<file path="src/rtl/winMatch_pkg.sv">
package winMatch_pkg;

  typedef enum logic [1:0] {
    SEL_BOUND = 2'd0,
    SEL_RANGE = 2'd1,
    SEL_MASK  = 2'd2,
    SEL_CTRL  = 2'd3
  } cfgSel_e;

  // Strobes from the control side to the datapath
  typedef struct packed {
    logic ldBound;
    logic ldRange;
    logic ldMask;
    logic cmpEn;
  } winStrobe_t;

endpackage

</file>
<file path="src/rtl/winMatchCtrl.sv">
module winMatchCtrl
  import winMatch_pkg::*;
(
  input  logic       clk,
  input  logic       rstN,
  input  logic       cfgWrEn,
  input  logic [1:0] cfgSel,
  input  logic       ctrlBit,
  output winStrobe_t strobes
);

  logic enReg;

  always_ff @(posedge clk) begin
    if (!rstN)
      enReg <= 1'b0;
    else if (cfgWrEn && cfgSel == SEL_CTRL)
      enReg <= ctrlBit;
  end

  always_comb begin
    strobes.ldBound = cfgWrEn && (cfgSel == SEL_BOUND);
    strobes.ldRange = cfgWrEn && (cfgSel == SEL_RANGE);
    strobes.ldMask  = cfgWrEn && (cfgSel == SEL_MASK);
    strobes.cmpEn   = enReg;
  end

endmodule

</file>
<file path="src/rtl/winMatchPath.sv">
module winMatchPath
  import winMatch_pkg::*;
#(
  parameter int W       = 32,
  parameter bit REG_OUT = 1'b1
) (
  input  logic         clk,
  input  logic         rstN,
  input  winStrobe_t   strobes,
  input  logic [W-1:0] cfgData,
  input  logic [W-1:0] obsValue,
  output logic         hit
);

  localparam int WX = W + 1;

  logic [W-1:0]  boundReg, rangeReg, maskReg;
  logic [W-1:0]  masked;
  logic [WX-1:0] maskedX, lowX, highX;
  logic          inWin, hitNext;

  always_ff @(posedge clk) begin
    if (!rstN) begin
      boundReg <= '0;
      rangeReg <= '0;
      maskReg  <= '1;
    end else begin
      if (strobes.ldBound) boundReg <= cfgData;
      if (strobes.ldRange) rangeReg <= cfgData;
      if (strobes.ldMask)  maskReg  <= cfgData;
    end
  end

  always_comb begin
    masked  = obsValue & maskReg;
    maskedX = {1'b0, masked};
    lowX    = {1'b0, boundReg};
    highX   = lowX + {1'b0, rangeReg};
    inWin   = (maskedX >= lowX) && (maskedX <= highX);
    hitNext = strobes.cmpEn && inWin;
  end

  generate
    if (REG_OUT) begin : g_regOut
      logic hitQ;
      always_ff @(posedge clk) begin
        if (!rstN) hitQ <= 1'b0;
        else       hitQ <= hitNext;
      end
      assign hit = hitQ;
    end else begin : g_combOut
      assign hit = hitNext;
    end
  endgenerate

endmodule

</file>
<file path="src/rtl/winMatch.sv">
module winMatch
  import winMatch_pkg::*;
#(
  parameter int W       = 32,
  parameter bit REG_OUT = 1'b1
) (
  input  logic         clk,
  input  logic         rstN,
  input  logic         cfgWrEn,
  input  logic [1:0]   cfgSel,
  input  logic [W-1:0] cfgData,
  input  logic [W-1:0] obsValue,
  output logic         hit
);

  winStrobe_t strobes;

  winMatchCtrl u_ctrl (
    .clk     (clk),
    .rstN    (rstN),
    .cfgWrEn (cfgWrEn),
    .cfgSel  (cfgSel),
    .ctrlBit (cfgData[0]),
    .strobes (strobes)
  );

  winMatchPath #(.W(W), .REG_OUT(REG_OUT)) u_path (
    .clk      (clk),
    .rstN     (rstN),
    .strobes  (strobes),
    .cfgData  (cfgData),
    .obsValue (obsValue),
    .hit      (hit)
  );

endmodule

</file>
<file path="config.mk">
export PLATFORM = sky130hd
export DESIGN_NAME = winMatch
export DESIGN_NICKNAME = d
export VERILOG_FILES = /design/src/rtl/winMatch_pkg.sv /design/src/rtl/winMatchCtrl.sv /design/src/rtl/winMatchPath.sv /design/src/rtl/winMatch.sv
export SDC_FILE = /design/constraint.sdc
export NUM_CORES = 1
export LEC_CHECK = 0
export CAP_MARGIN = 5
export CORE_UTILIZATION = 56
export DETAILED_ROUTE_END_ITERATION = 8
export DONT_BUFFER_PORTS = 1
export PLACE_DENSITY = 0.72
export SKIP_CTS_REPAIR_TIMING = 1
export SLEW_MARGIN = 20
export SYNTH_ARGS = -nofsm -noshare
export SYNTH_HDL_FRONTEND = slang
export SYNTH_SLANG_ARGS = --single-unit
</file>
<file path="constraint.sdc">
create_clock -name clk -period 6.95 [get_ports clk]
set_input_delay 1.39 -clock clk [delete_from_list [all_inputs] [get_ports clk]]
set_output_delay 1.39 -clock clk [all_outputs]
set_load 0.005 [all_outputs]
</file>
After elaboration in Yosys (flattened, before gate mapping)
Cells that the tools add are included.
Widths: inputs -> output; s select.

storage, ports and cells
  input port bits = 69
  output and inout bits = 1
  register bits after elaboration = 98
  logic and storage cells = 19

operators by class
  $lt $le $gt $ge = 2
  equality and inequality tests = 3
  reduce and logical (&&, ||, !) cells = 7
  bitwise gates (word level) = 1
  add/sub/neg operators = 1

operators by type and width
  operator            number
  $add 32x32->33      1
  $le 32x33->1        1
  $and 32x32->32      1
  $ge 32x32->1        1
  $logic_and 1x1->1   6
  $eq 2x2->1 const B  2
  $eq 2x1->1 const B  1
  $logic_not 2->1     1

Depth between registers and ports, before layout
  depth in word-level cells = 4
  mapped depth = 19
  gate-level depth less buffers = 19

By module
Synthesis repeated with hierarchy kept, for this count alone.

unflattened totals
  cells, all modules = 766
  area total of the unflattened synthesis = 6894.1 um^2

by module, submodules not included
  module        instances  area each (um^2)  sequential area each (um^2)  cells each
  winMatchPath  1          6819.0            1941.9                       756
  winMatchCtrl  1          75.1              20.0                         10

Worst setup path before layout
OpenSTA, ideal clock, no wires.

  path type = register -> register
  start point = register u_path.boundReg[0]
  end point = register u_path.g_regOut.hitQ (netlist: u_path.hit)
  setup slack = 3.093 ns
  arrival = 3.730 ns
  library setup time = 0.128 ns
  path buffers = 0
  period minus slack after synthesis = 3.857 ns
  data required time = 6.822 ns
  stages on the path, launching flop included = 19
  cell sequence = dfxtp_1 -> ha_1 -> inv_1 -> fa_1 -> nor2b_1 -> o31a_1 -> o31ai_4 -> a21oi_1 -> a21o_1 -> a21o_1 -> a31oi_1 -> o311a_1 -> ha_1 -> nand4_1 -> or4_1 -> a31oi_1 -> o31ai_1 -> a221oi_1 -> a211oi_1

on the way
  word-level cells in the longest chain between the ends = 4
  elaborated cells between the ends (all ways) = 5
  those cells by class = add/sub: 1; order compare: 2; reduce/logical: 2

ends and longest elaborated chain
  item                    line                text
  from (decl)             winMatchPath.sv:17  logic [W-1:0] boundReg, rangeReg, maskReg;
  from (signal assigned)  winMatchPath.sv:28  if (strobes.ldBound) boundReg <= cfgData;
  $add 32x32->33          winMatchPath.sv:38  highX = lowX + {1'b0, rangeReg};
  $le 32x33->1            winMatchPath.sv:39  inWin = (maskedX >= lowX) && (maskedX <= highX);
  $logic_and 1x1->1 (*)   winMatchPath.sv:39
  $logic_and 1x1->1 (*)   winMatchPath.sv:40  hitNext = strobes.cmpEn && inWin;
  to (signal assigned)    winMatchPath.sv:48  else hitQ <= hitNext;
  to (decl)               winMatchPath.sv:45  logic hitQ;

Every way passes the cells marked *; elsewhere a longest branch is shown, timed or not.
A chain may end at the register's enable or synchronous reset.

Final worst setup path
  start point = register u_path.rangeReg[12]
  end point = register u_path.g_regOut.hitQ (netlist: u_path.hit)

on the way
  word-level cells in the longest chain between the ends = 4

ends and longest elaborated chain
  item                    line                text
  from (decl)             winMatchPath.sv:17
  from (signal assigned)  winMatchPath.sv:29  if (strobes.ldRange) rangeReg <= cfgData;
  $add 32x32->33          winMatchPath.sv:38
  $le 32x33->1            winMatchPath.sv:39
  $logic_and 1x1->1       winMatchPath.sv:39
  $logic_and 1x1->1       winMatchPath.sv:40

Every way passes these cells.

==> out/summary.txt <==
outcome -> finished, final reports clean
DP Wirelength -> 12.3 mm
Worst Hold Endpoint -> u_path.maskReg[8]$_SDFFE_PN1P_
CP Capture Type -> flip-flop
RSZ-0062 raised after global routing -> false
GR Util met1 -> 33.9%
post-route insts no fill -> 1005
cts bufs inserted -> 9
# nets final -> 1020
Initial Util -> 57.3%
Worst Hold Depth -> 2
pwr dens -> 183 nW/um^2
n_diodes -> 0
Root Buffer -> clkbuf_16
worst vdd ir -> 0.000107 V
vias in the first global route -> 5938
Die Height -> 113 um
Avg WL per Cell -> 16.7 um
gp weighted congestion -> 0.908
Power, Total -> 1320 uW
GRT Total Usage -> 27.4%
most frequent cells in the layout -> nand2_1, dfxtp_1, ha_1, a21boi_0, a21oi_1
Place WS -> 2.70 ns
Die Wd -> 113 um
average via count per standard cell -> 5.98
Sum Neg Setup Slack -> 0 ns
Placed Cells -> 990
RR Endpoint -> u_path.hit$_SDFF_PN0_
routed wire length -> 16.8 mm
worst-skew pair later-pin latency -> 0.36 ns
critical hold path startpoint -> u_path.maskReg[8]$_SDFFE_PN1P_
grt total ovfl -> 0
r2r startpoint -> u_path.rangeReg[12]$_SDFFE_PN0P_
first-pass GRT wire length -> 27.8 mm
Crit Path Max Fanout -> 5
CP Launch Type -> flip-flop
DRC Markers -> 0
die area -> 12700 um^2
CTS tree -> yes
clock buffer depth -> 2
GR peak layer -> met2
I/O pin cnt -> 70
CTS H-tree depth -> 3
Pins Over Slew Limit -> 0
DR vias -> 6009
synthesized flop and latch total -> 98
Post-Syn Nets -> 1040
# clock sinks -> 98
Reg2Reg Depth -> 15
commonest non-fill, non-tap cell in the layout -> nand2_1
share of cells above drive strength 1 -> 3.73%
core box area -> 12000 um^2
internal reg-to-reg setup slack -> 2.60 ns
fin crit share -> 62.6%
DR pass1 iterations -> 4
Rel. slew slack -> 45.3%
Syn. warnings -> 0
DRT antenna net count -> 0
port bufs -> 0
worst hold path type -> flip-flop to flip-flop
Crit Path Category -> flip-flop to flip-flop
clk_skew -> 0.0101 ns
syn_area_per_cell -> 7.84 um^2
Yosys cell types -> 58
Worst-Margin Slew -> 0.821 ns
clock-pin slew on the worst setup and hold paths -> 0.07 ns
Final setup viols -> 0
met3 GRT Util -> 5.40%
Leak Pwr -> 0.00303 uW
Iteration-0 DRC Markers -> 393
initial antenna violation count -> 0
Crit path arrival time -> 4.58 ns
Post-synth ARST share -> 0%
Post-Syn Area -> 6860 um^2
fin crit period -> 4.35 ns
area grow syn2layout -> 5.35%
# rows -> 40
Worst EP required -> 7.18 ns
GRT met2 Usage -> 47.1%
Seq/Total Area, Yosys -> 28.6%
number of flops mapped to enable cells by yosys -> 0
most used flip-flop cell after synthesis -> dfxtp_1
Max-Cap Viols -> 0
Max Clk Rate -> 230 MHz
final hold viol count -> 0
maximum number of pins on one net before global-route repair -> 99
Mapped Cells -> 874
final setup margin -> 2.60 ns
==> final cells by class <==
| cell class | instances | area, um^2 |
|---|---|---|
| inverter | 41 | 154 |
| timing repair buffer | 3 | 22.5 |
| clock inverter | 3 | 40.0 |
| fill | 1068 | 4740 |
| tap | 147 | 184 |
| multi-input combinational | 701 | 4610 |
| sequential | 98 | 1960 |
| clock buffer | 12 | 246 |
==> cells by family after synthesis <==
group	Yosys count	share of synthesized area [%]
compound gates	216	22.1
flops	98	28.6
xor+xnor	27	3.45
mux	2	0.292
buf+inv	75	4.23
simple gates	359	23.5
fa+ha+maj	97	17.8
==> where the power goes <==
part / internal (uW) / switching (uW) / leakage, uW
combinational: 98.7 / 126 / 0.00209
clock: 286 / 214 / 0.000142
sequential: 584 / 12.7 / 0.000799
==> through the flow <==
stage,hold WS [ns],utilization [%],cell area (um^2)
final,0.458,60.4,7220
after global routing,0.480,60.4,7220
after CTS,0.462,60.4,7220
after detailed placement,0.445,58.0,6940
after global placement,0.438,58.0,6940
after floorplan,0.432,-,6860
==> Yosys cell counts (2+ instances only) <==
cell type	number	share of area [%]
nand2_1	212	12
dfxtp_1	98	29
ha_1	96	18
a21boi_0	64	7.0
a21oi_1	47	3.4
nand3_1	44	3.2
inv_1	40	2.2
a21o_1	32	3.5
clkbuf_1	32	1.8
and2_1	31	2.8
o21ai_0	24	1.8
nor2_1	22	1.2
xnor2_1	14	1.8
xor2_1	13	1.7
nand4_1	10	0.91
nor2b_1	10	0.91
nand2b_1	6	0.55
nor3_1	6	0.44
o21a_1	6	0.66
o211ai_1	5	0.55
o21bai_1	5	0.55
or3_1	4	0.36
a211oi_1	3	0.33
a21oi_2	3	0.38
a31oi_1	3	0.27
and3_1	3	0.27
and4_1	3	0.38
o2111ai_1	3	0.38
mux2i_1	2	0.29
nor4_1	2	0.18
o21ai_1	2	0.15
o311a_1	2	0.29
or2_2	2	0.18
==> how the worst max path moves through the flow <==
stage | from | end | slack [ns]
2_1_floorplan | u_path.boundReg[0]$_SDFFE_PN0P_ | u_path.hit$_SDFF_PN0_ | 3.09
3_3_place_gp | u_path.boundReg[0]$_SDFFE_PN0P_ | u_path.hit$_SDFF_PN0_ | 2.89
3_5_place_dp | u_path.boundReg[0]$_SDFFE_PN0P_ | u_path.hit$_SDFF_PN0_ | 2.70
4_1_cts | u_path.boundReg[0]$_SDFFE_PN0P_ | u_path.hit$_SDFF_PN0_ | 2.68
5_1_grt | u_path.boundReg[0]$_SDFFE_PN0P_ | u_path.hit$_SDFF_PN0_ | 2.37
6_report | u_path.rangeReg[12]$_SDFFE_PN0P_ | u_path.hit$_SDFF_PN0_ | 2.60
==> worst max-delay path, stage by stage, from the launching register on <==
cell and delay (ns):
dfxtp_1 0.32, ha_1 0.39, a22o_1 0.24, nor4_1 0.47, a211oi_2 0.21, a21oi_1 0.34, o211ai_1 0.18, a21oi_1 0.27
xor2_1 0.12, ha_1 0.30, nand4_1 0.15, or4_1 0.57, a31oi_1 0.18, o31ai_1 0.09, a221oi_1 0.32, a211oi_1 0.07
==> per-layer routing <==
layer	vias to the layer above	part of all wire (%)
met5	-	0
met4	0	2.0
met3	39	4.9
met2	169	47
met1	2820	46
li1	2981	-
==> sequential cells by signal, indices dropped and copies added, names as in the netlist <==
register	flops
u_path.maskReg	32
u_path.rangeReg	32
u_ctrl.enReg	1
u_path.hit	1
u_path.boundReg	32
Power figures use the tool's default switching activity.
